==> config.mk <==
export PLATFORM = sky130hd
export DESIGN_NAME = dma_sg_channel
export DESIGN_NICKNAME = d
export VERILOG_FILES = /design/src/rtl/dma_sg_pkg.sv /design/src/rtl/dma_sg_desc_decode.sv /design/src/rtl/dma_sg_row_tracker.sv /design/src/rtl/dma_sg_channel.sv
export SDC_FILE = /design/constraint.sdc
export NUM_CORES = 1
export LEC_CHECK = 0
export BUFFER_PORTS_ARGS = -buffer_cell sky130_fd_sc_hd__buf_2
export CORE_MARGIN = 2
export CORE_UTILIZATION = 39
export DETAILED_ROUTE_END_ITERATION = 7
export SYNTH_ARGS = -nofsm -noshare
export SYNTH_HDL_FRONTEND = slang
export SYNTH_SLANG_ARGS = --single-unit
export TNS_END_PERCENT = 10
==> constraint.sdc <==
create_clock -name clk -period 7.8 [get_ports clk]
set_clock_uncertainty 0.2 [all_clocks]
set_input_delay 1.56 -clock clk [delete_from_list [all_inputs] [get_ports clk]]
set_output_delay 1.56 -clock clk [all_outputs]
set_load 0.03 [all_outputs]
==> src/rtl/dma_sg_pkg.sv <==
package dma_sg_pkg;

  localparam int CNT_W      = 16;
  localparam int DESC_BYTES = 8;
  localparam int WORD_BYTES = 4;

  localparam int OFS_LIST_HI = 'h00;
  localparam int OFS_LIST_LO = 'h04;
  localparam int OFS_RUN     = 'h14;
  localparam int OFS_ROW     = 'h30;

  localparam int FLG_VALID = 0;
  localparam int FLG_LAST  = 1;
  localparam int FLG_XFER  = 5;

  typedef enum logic [3:0] {
    S_IDLE, S_F0, S_W0, S_F1, S_W1, S_RX, S_TXRD, S_TXW, S_TXO
  } chan_state_t;

  typedef struct packed {
    logic             ok;
    logic             last;
    logic             xfer;
    logic             aligned;
    logic             rsvd_zero;
    logic [CNT_W-1:0] count;
  } desc_info_t;

endpackage

==> src/rtl/dma_sg_desc_decode.sv <==
module dma_sg_desc_decode
  import dma_sg_pkg::*;
(
  input  logic [31:0] word_i,
  output desc_info_t  info_o
);
  always_comb begin
    info_o.ok        = word_i[FLG_VALID];
    info_o.last      = word_i[FLG_LAST];
    info_o.xfer      = word_i[FLG_XFER];
    info_o.rsvd_zero = (word_i[15:8] == 8'h00) && (word_i[4:2] == 3'b000) && (word_i[7:6] == 2'b00);
    info_o.count     = word_i[31:16];
    info_o.aligned   = (word_i[17:16] == 2'b00);
  end
endmodule

==> src/rtl/dma_sg_row_tracker.sv <==
module dma_sg_row_tracker #(
  parameter int ROW_W = 16,
  parameter int STEP  = 4
) (
  input  logic             clk,
  input  logic             rst,
  input  logic             clear_i,
  input  logic             beat_i,
  input  logic [ROW_W-1:0] row_bytes_i,
  output logic             row_end_o
);
  logic [ROW_W-1:0] cnt_q;
  logic [ROW_W:0]   next_sum;

  assign next_sum = {1'b0, cnt_q} + (ROW_W+1)'(STEP);

  always_ff @(posedge clk) begin
    if (rst || clear_i) begin
      cnt_q     <= '0;
      row_end_o <= 1'b0;
    end else begin
      row_end_o <= 1'b0;
      if (beat_i) begin
        if (row_bytes_i != '0 && next_sum >= {1'b0, row_bytes_i}) begin
          row_end_o <= 1'b1;
          cnt_q     <= '0;
        end else begin
          cnt_q <= next_sum[ROW_W-1:0];
        end
      end
    end
  end

  // a strobe only ever follows an accepted beat
  a_r10_strobe_follows_beat: assert property (@(posedge clk) disable iff (rst)
    row_end_o |-> $past(beat_i));

endmodule

==> src/rtl/dma_sg_channel.sv <==
module dma_sg_channel
  import dma_sg_pkg::*;
#(
  parameter bit IS_RX = 1'b1,
  parameter int AW    = 32,
  parameter int DW    = 32,
  parameter int RW    = 8,
  parameter int ROW_W = 16
) (
  input  logic          clk,
  input  logic          rst,
  input  logic          reg_we,
  input  logic [RW-1:0] reg_addr,
  input  logic [DW-1:0] reg_wdata,
  output logic          mem_req_o,
  output logic          mem_we_o,
  output logic [AW-1:0] mem_addr_o,
  output logic [DW-1:0] mem_wdata_o,
  input  logic          mem_rvalid_i,
  input  logic [DW-1:0] mem_rdata_i,
  input  logic          rx_valid_i,
  input  logic [DW-1:0] rx_data_i,
  output logic          rx_ready_o,
  output logic          tx_valid_o,
  output logic [DW-1:0] tx_data_o,
  input  logic          tx_ready_i,
  output logic          busy_o,
  output logic          done_o,
  output logic          err_o,
  output logic          row_end_o
);
  localparam logic [CNT_W-1:0] WB    = CNT_W'(WORD_BYTES);
  localparam logic [AW-1:0]    A_WB  = AW'(WORD_BYTES);
  localparam logic [AW-1:0]    A_DSC = AW'(DESC_BYTES);

  chan_state_t      state_q;
  logic [AW-1:0]    list_ptr_q, buf_q;
  logic [31:0]      w0_q;
  logic [CNT_W-1:0] remain_q;
  logic             last_q;
  logic [ROW_W-1:0] row_bytes_q;
  desc_info_t       info;

  logic wr_lo, wr_run, wr_row, start, stop, rx_beat;

  assign wr_lo  = reg_we && (reg_addr == RW'(OFS_LIST_LO));
  assign wr_run = reg_we && (reg_addr == RW'(OFS_RUN)) && IS_RX;
  assign wr_row = reg_we && (reg_addr == RW'(OFS_ROW)) && IS_RX;
  assign start  = IS_RX ? (wr_run && reg_wdata[0]) : wr_lo;
  assign stop   = wr_run && !reg_wdata[0];

  assign busy_o     = (state_q != S_IDLE);
  assign rx_ready_o = IS_RX && (state_q == S_RX);
  assign rx_beat    = rx_ready_o && rx_valid_i;

  dma_sg_desc_decode u_dec (
    .word_i (w0_q),
    .info_o (info)
  );

  dma_sg_row_tracker #(.ROW_W(ROW_W), .STEP(WORD_BYTES)) u_row (
    .clk         (clk),
    .rst         (rst),
    .clear_i     (start),
    .beat_i      (rx_beat),
    .row_bytes_i (row_bytes_q),
    .row_end_o   (row_end_o)
  );

  always_ff @(posedge clk) begin
    if (rst) begin
      state_q     <= S_IDLE;
      list_ptr_q  <= '0;
      buf_q       <= '0;
      w0_q        <= '0;
      remain_q    <= '0;
      last_q      <= 1'b0;
      row_bytes_q <= '0;
      mem_req_o   <= 1'b0;
      mem_we_o    <= 1'b0;
      mem_addr_o  <= '0;
      mem_wdata_o <= '0;
      tx_valid_o  <= 1'b0;
      tx_data_o   <= '0;
      done_o      <= 1'b0;
      err_o       <= 1'b0;
    end else begin
      mem_req_o <= 1'b0;
      done_o    <= 1'b0;
      if (wr_lo)  list_ptr_q  <= reg_wdata[AW-1:0];
      if (wr_row) row_bytes_q <= reg_wdata[ROW_W-1:0];
      if (start) begin
        state_q    <= S_F0;
        err_o      <= 1'b0;
        tx_valid_o <= 1'b0;
      end else if (stop) begin
        state_q    <= S_IDLE;
        tx_valid_o <= 1'b0;
      end else begin
        unique case (state_q)
          S_F0: begin
            mem_req_o  <= 1'b1;
            mem_we_o   <= 1'b0;
            mem_addr_o <= list_ptr_q;
            state_q    <= S_W0;
          end
          S_W0: if (mem_rvalid_i) begin
            w0_q    <= mem_rdata_i[31:0];
            state_q <= S_F1;
          end
          S_F1: begin
            mem_req_o  <= 1'b1;
            mem_we_o   <= 1'b0;
            mem_addr_o <= list_ptr_q + A_WB;
            state_q    <= S_W1;
          end
          S_W1: if (mem_rvalid_i) begin
            if (!info.ok || !info.aligned) begin
              err_o   <= 1'b1;
              state_q <= S_IDLE;
            end else begin
              buf_q      <= mem_rdata_i[AW-1:0];
              remain_q   <= info.count;
              last_q     <= info.last;
              list_ptr_q <= list_ptr_q + A_DSC;
              if (info.count == '0) begin
                done_o  <= info.last;
                state_q <= info.last ? S_IDLE : S_F0;
              end else begin
                state_q <= IS_RX ? S_RX : S_TXRD;
              end
            end
          end
          S_RX: if (rx_valid_i) begin
            mem_req_o   <= 1'b1;
            mem_we_o    <= 1'b1;
            mem_addr_o  <= buf_q;
            mem_wdata_o <= rx_data_i;
            buf_q       <= buf_q + A_WB;
            remain_q    <= remain_q - WB;
            if (remain_q == WB) begin
              done_o  <= last_q;
              state_q <= last_q ? S_IDLE : S_F0;
            end
          end
          S_TXRD: begin
            mem_req_o  <= 1'b1;
            mem_we_o   <= 1'b0;
            mem_addr_o <= buf_q;
            buf_q      <= buf_q + A_WB;
            state_q    <= S_TXW;
          end
          S_TXW: if (mem_rvalid_i) begin
            tx_data_o  <= mem_rdata_i;
            tx_valid_o <= 1'b1;
            state_q    <= S_TXO;
          end
          S_TXO: if (tx_ready_i) begin
            tx_valid_o <= 1'b0;
            remain_q   <= remain_q - WB;
            if (remain_q == WB) begin
              done_o  <= last_q;
              state_q <= last_q ? S_IDLE : S_F0;
            end else begin
              state_q <= S_TXRD;
            end
          end
          default: state_q <= S_IDLE;
        endcase
      end
    end
  end

  // completion is a single-cycle pulse
  a_r5_done_single: assert property (@(posedge clk) disable iff (rst)
    done_o |=> !done_o);

  // a read is never followed by another request in the next cycle
  a_r2_one_read: assert property (@(posedge clk) disable iff (rst)
    (mem_req_o && !mem_we_o) |=> !mem_req_o);

  // the error flag only rises at the end of an active walk
  a_r6_err_from_walk: assert property (@(posedge clk) disable iff (rst)
    $rose(err_o) |-> $past(busy_o));

  // an offered word holds until the sink takes it
  a_r4_tx_hold: assert property (@(posedge clk) disable iff (rst)
    (tx_valid_o && !tx_ready_i && !start) |=> (tx_valid_o && $stable(tx_data_o)));

  // memory port stays quiet while idle, apart from a last write or read
  a_r1_idle_quiet: assert property (@(posedge clk) disable iff (rst)
    (!busy_o && !$past(busy_o)) |-> !mem_req_o);

endmodule

# Yosys cells after proc, flatten, opt, wreduce, memory -nomap -nowiden

Cells that the tools add are included.

Shifts and indexed selects: 0
Divide/modulo/power cells: 0
Equal/unequal tests: 25
Magnitude comparators: 1
Bitwise gates (word level): 4
Add/sub/neg operators: 5
Reduce and logical (&&, ||, !) cells: 37
Multiplexer cells: 47
Multiply operators: 0

Operator list:

| cell                                                   | number |
|---|---|
| 2-to-1 mux 32 bit                                      | 10 |
| one-hot mux 32 bit (4 select lines)                    | 1 |
| one-hot mux 32 bit (3 select lines)                    | 1 |
| 2-to-1 mux 16 bit                                      | 5 |
| adder 32 x 3 -> 32 bit (second input constant)         | 2 |
| one-hot mux 16 bit (3 select lines)                    | 1 |
| adder 32 x 4 -> 32 bit (second input constant)         | 1 |
| one-hot mux 4 bit (8 select lines)                     | 1 |
| 2-to-1 mux 4 bit                                       | 6 |
| AND reduction 4 bit                                    | 6 |
| AND reduction 6 bit                                    | 3 |
| adder 16 x 3 -> 17 bit (second input constant)         | 1 |
| >= comparator 17 x 16 -> 1 bit                         | 1 |
| equality test 16 x 3 -> 1 bit (second input constant)  | 1 |
| equality test 4 x 3 -> 1 bit (second input constant)   | 4 |
| logical NOT 16 bit                                     | 1 |
| inequality test 4 x 3 -> 1 bit (second input constant) | 4 |
| nonzero test 16 bit                                    | 1 |
| subtractor 16 x 3 -> 16 bit (second input constant)    | 1 |
| 2-to-1 mux 1 bit                                       | 15 |
| inequality test 2 bit (second input constant)          | 6 |
| 2-to-1 mux 3 bit                                       | 3 |
| equality test 4 x 2 -> 1 bit (second input constant)   | 2 |
| equality test 8 x 3 -> 1 bit (second input constant)   | 1 |
| 22 further kinds                                       | 41 |

Bits in writable memories: 0
Logic and storage cells: 137
Memories kept: 0
Bits in read-only memories: 0
Register bits after elaboration: 251
Bits in latches: 0

# Depth between registers and ports, before layout

Depth after elaboration: 8
Mapped depth: 13
Gate-level depth less buffers: 12

# Modules after synthesis

A second synthesis with hierarchy kept.

Cells, all modules: 1733
Area, all modules: 12988.7 um^2

By module, submodules not included:

| module             | cells an instance | sequential area each (um^2) | area an instance (um^2) | times used |
|---|---|---|---|---|
| dma_sg_channel     | 1529              | 4684.5                      | 11502.3                 | 1 |
| dma_sg_row_tracker | 179               | 300.3                       | 1310.0                  | 1 |
| dma_sg_desc_decode | 25                | 0.0                         | 176.4                   | 1 |

# Worst setup path before layout

Ideal clock, no wire load.

Path kind: input to register
Start point: input port reg_we
End point: register buf_q[31]
Slack: 4.281 ns
Buffers on the path: 2
Stages: 8
Arrival: 3.240 ns
Setup time: 0.079 ns
Cells stage by stage: nor4bb_1 -> and3_1 -> buf_6 -> a2111o_1 -> buf_2 -> or4_1 -> or3_1 -> o211ai_1

Longest elaborated chain between the ends: 4
Elaborated cells between the ends (all ways): 6

RTL lines:

| element                                     | RTL line                                   | RTL |
|---|---|---|
| from (decl)                                 | dma_sg_channel.sv:12                       | `input logic reg_we,` |
| logical AND 1 bit (*)                       | dma_sg_channel.sv:47                       | `assign wr_run = reg_we && (reg_addr == RW'(OFS_RUN)) && IS_RX;` |
| logical AND 1 bit, on equally long branches | dma_sg_channel.sv:49, dma_sg_channel.sv:50 |  |
| NOT 1 bit (no line)                         | -                                          |  |
| AND reduction 6 bit (no line) (*)           | -                                          |  |
| to (signal assigned)                        | dma_sg_channel.sv:122                      | `buf_q <= mem_rdata_i[AW-1:0];` |
| to (signal assigned)                        | dma_sg_channel.sv:139                      | `buf_q <= buf_q + A_WB;` |
| to (signal assigned)                        | dma_sg_channel.sv:150                      | `buf_q <= buf_q + A_WB;` |
| to (decl)                                   | dma_sg_channel.sv:37                       | `logic [AW-1:0] list_ptr_q, buf_q;` |

Mark *: on every way between the ends. The rest lies on a longest branch, timed or not.
A chain may end at the register's enable or synchronous reset.

# Worst setup path after layout

Start point: register state_q[0]
End point: output port busy_o

Longest elaborated chain between the ends: 1

RTL lines:

| element                | RTL line              | RTL |
|---|---|---|
| from (decl)            | dma_sg_channel.sv:36  | `chan_state_t state_q;` |
| from (signal assigned) | dma_sg_channel.sv:128 | `state_q <= info.last ? S_IDLE : S_F0;` |
| from (signal assigned) | dma_sg_channel.sv:130 | `state_q <= IS_RX ? S_RX : S_TXRD;` |
| from (signal assigned) | dma_sg_channel.sv:143 | `state_q <= last_q ? S_IDLE : S_F0;` |
| nonzero test 4 bit     | dma_sg_channel.sv:52  | `assign busy_o = (state_q != S_IDLE);` |
| to (decl)              | dma_sg_channel.sv:27  | `output logic busy_o,` |

Every way passes these cells.

==> metrics.txt <==
Syn Nets=1707; number of nets in the layout=1842; Die ar.=32600 sq um; Peak VDD IR=0.163 mV; CP Buf/Inv Count=1; Vias=12400; Skew-Pair Late Insertion Delay=540 ps; largest net degree at the start of global routing=98; CTS Buffer Depth=3; share of cells above drive strength 1=0.173; DRC violations left=0; Initial Util=0.396; Seq/Total Area, Yosys=0.387; slack of the critical path=3330 ps; Inserted Clock Buffers=28; WHS=250 ps; # setup viols final=0; startpoint types=flip-flop; die outline width=181 um; post-synth top area cell=dfxtp_1; Min Clock Period, post-route=4470 ps; Syn Inst Count=1577; CTS tree=done; Top FF cell, synth=dfxtp_1; Final Non-Filler Cells=2132; placed cell count=2078; relative slew slack=0.225; first-pass GRT wire length=62900 um; critical path's top delay family=simple AND/OR/NAND/NOR gates; H-tree levels=1; Filler cells=3095; CTS Root Cell=clkbuf_16; f_max=224 MHz; CTS Hold Bufs=0; most common cell in the netlist=nand2_1; RSZ-0062 raised after global routing=false; clk sinks=235; DRT antenna net count=0; CP max FO=25; worst slack, placed=3400 ps; Leakage=5.54 nW; Synth top area share=0.387; core area=30700 sq um; Commonest cells post-synth=278 x nand2_1, 235 x dfxtp_1, 175 x a21oi_1; Worst path max stage delay=970 ps; DRT Pass-1 Iters=8; worst-margin pin slew=1160 ps; critical path endpoint category=primary output; register area=4700 sq um; num ports=214; post-DR wirelength/cell=18.7 um; area grow syn2layout=18.0%; pwr dens=194 nW/um^2; CP max-delay cell=nor2_1; grt total ovfl=0; WS Path Type=flip-flop to primary output; crit path cell chain=nor2_1 -> nand3_1 -> buf_2; syn_area_per_cell=7.71 sq um; total wire length=39800 um; number of global-route vias before repair=11100; final core occ=0.468; Post-synth EDFFs=0; Netlist Area Pre-Place=12200 sq um; # rows=64; Die Ht=181 um; number of buffers added on ports=213; routability cong.=0.944; Post-DP HPWL=28300 um; area of the multi-input gates=6850 sq um; Ys Warns=0; Post-synth ARST share=0; CP Data Required Time=6040 ps; critical path arrival=2710 ps; # Post-CTS Setup Buffers=0; FF+latch count, synth=235; GR Util All Layers=0.234; Setup TNS=0 ps; Final Hold Fails=0; Tcrit/Tclk final=0.573; clk slew on worst S/H paths=60 ps; post_cts resized=0; Max Cap Violations=0; status=finished, final reports clean; max-slew violations=0; initial antenna violation count=2; Iter 0 DRT Violations=1123; vias per cell=5.80; top cells by area, synth=dfxtp_1 39%, nand2_1 8.6%, a21oi_1 7.2%, nor2_1 4.2%, o21ai_0 3.5%; worst min path class=flip-flop to flip-flop; count of cell types in the netlist=84
[where the power goes]
group	internal [mW]	switching, mW
Sequential	1.21	0.0147
Clock	0.888	0.530
Combinational	0.0568	0.0882
Total	2.16	0.633
[path summary, 6_finish.rpt]
kind	from	endpoint	slack [ps]	cells past startpoint
min	tx_data_o[27]$_SDFFE_PP0P_	tx_data_o[27]$_SDFFE_PP0P_	250	2
max	state_q[0]$_SDFFE_PP0P_	busy_o	3330	3
min reg2reg	tx_data_o[27]$_SDFFE_PP0P_	tx_data_o[27]$_SDFFE_PP0P_	250	2
max reg2reg	u_row.cnt_q[2]$_SDFFE_PP0P_	u_row.cnt_q[2]$_SDFFE_PP0P_	3700	12
[tightest hold or removal path, cell delays in order, from the launching register on]
cell     delay, ps
dfxtp_1        300
nand2_1         50
a21oi_1         50
[layout by cell type, fill, tap and decap left out, types with 8 or more instances in the layout]
master     instances
nor3_1            36
inv_1             33
or3_1             16
a31oi_1           21
xnor2_1           12
nor2_1           133
nand4_1           27
o211ai_1          18
dfxtp_1          235
and3_1            26
and4_1             8
o21ai_0           86
a21oi_1          175
nand2_1          278
clkbuf_16         29
a22oi_1           15
a21o_1            13
a211oi_1          21
ha_1              20
a221oi_1          15
clkinv_2           8
nor4_1            20
mux2i_1           42
buf_4             13
buf_2            212
a211o_1           15
a311oi_1          10
o31ai_1            8
nand3_1           45
[registers in the layout, indices dropped and copies added (netlist names)]
name             flops
buf_q               32
list_ptr_q          32
mem_addr_o          32
mem_wdata_o         32
tx_data_o           32
w0_q                18
remain_q            16
row_bytes_q         16
u_row.cnt_q         14
state_q              4
done_o               1
err_o                1
last_q               1
mem_req_o            1
mem_we_o             1
tx_valid_o           1
u_row.row_end_o      1
[logic make-up after synthesis]
family	share of synthesized area
buf+inv	0.0513
simple gates	0.255
compound gates	0.240
fa+ha+maj	0.0206
xor+xnor	0.0108
mux	0.0355
flops	0.387
[cell type report]
cell class / count / area share
clock inverter: 14 / 0.0139
sequential: 235 / 0.328
timing repair buffer: 226 / 0.0815
multi-input combinational: 1188 / 0.477
inverter: 33 / 0.00863
antenna: 3 / 0.000523
tap: 396 / 0.0345
clock buffer: 37 / 0.0561
[stage by stage]
step,power [mW],cell area (sq um)
6_report,2.79,14400
5_1_grt,2.88,14300
4_1_cts,2.81,14300
3_5_place_dp,1.40,13300
3_3_place_gp,1.39,13300
2_1_floorplan,1.33,12200
[metal layers]
layer | track usage | routed length [um] | up-vias
met5 | 0 | 0 | -
met4 | 0.0681 | 1140 | 0
met3 | 0.0325 | 2510 | 66
met2 | 0.358 | 17500 | 465
met1 | 0.340 | 18600 | 5868
li1 | - | - | 5977
(Power assumes the default switching activity.)
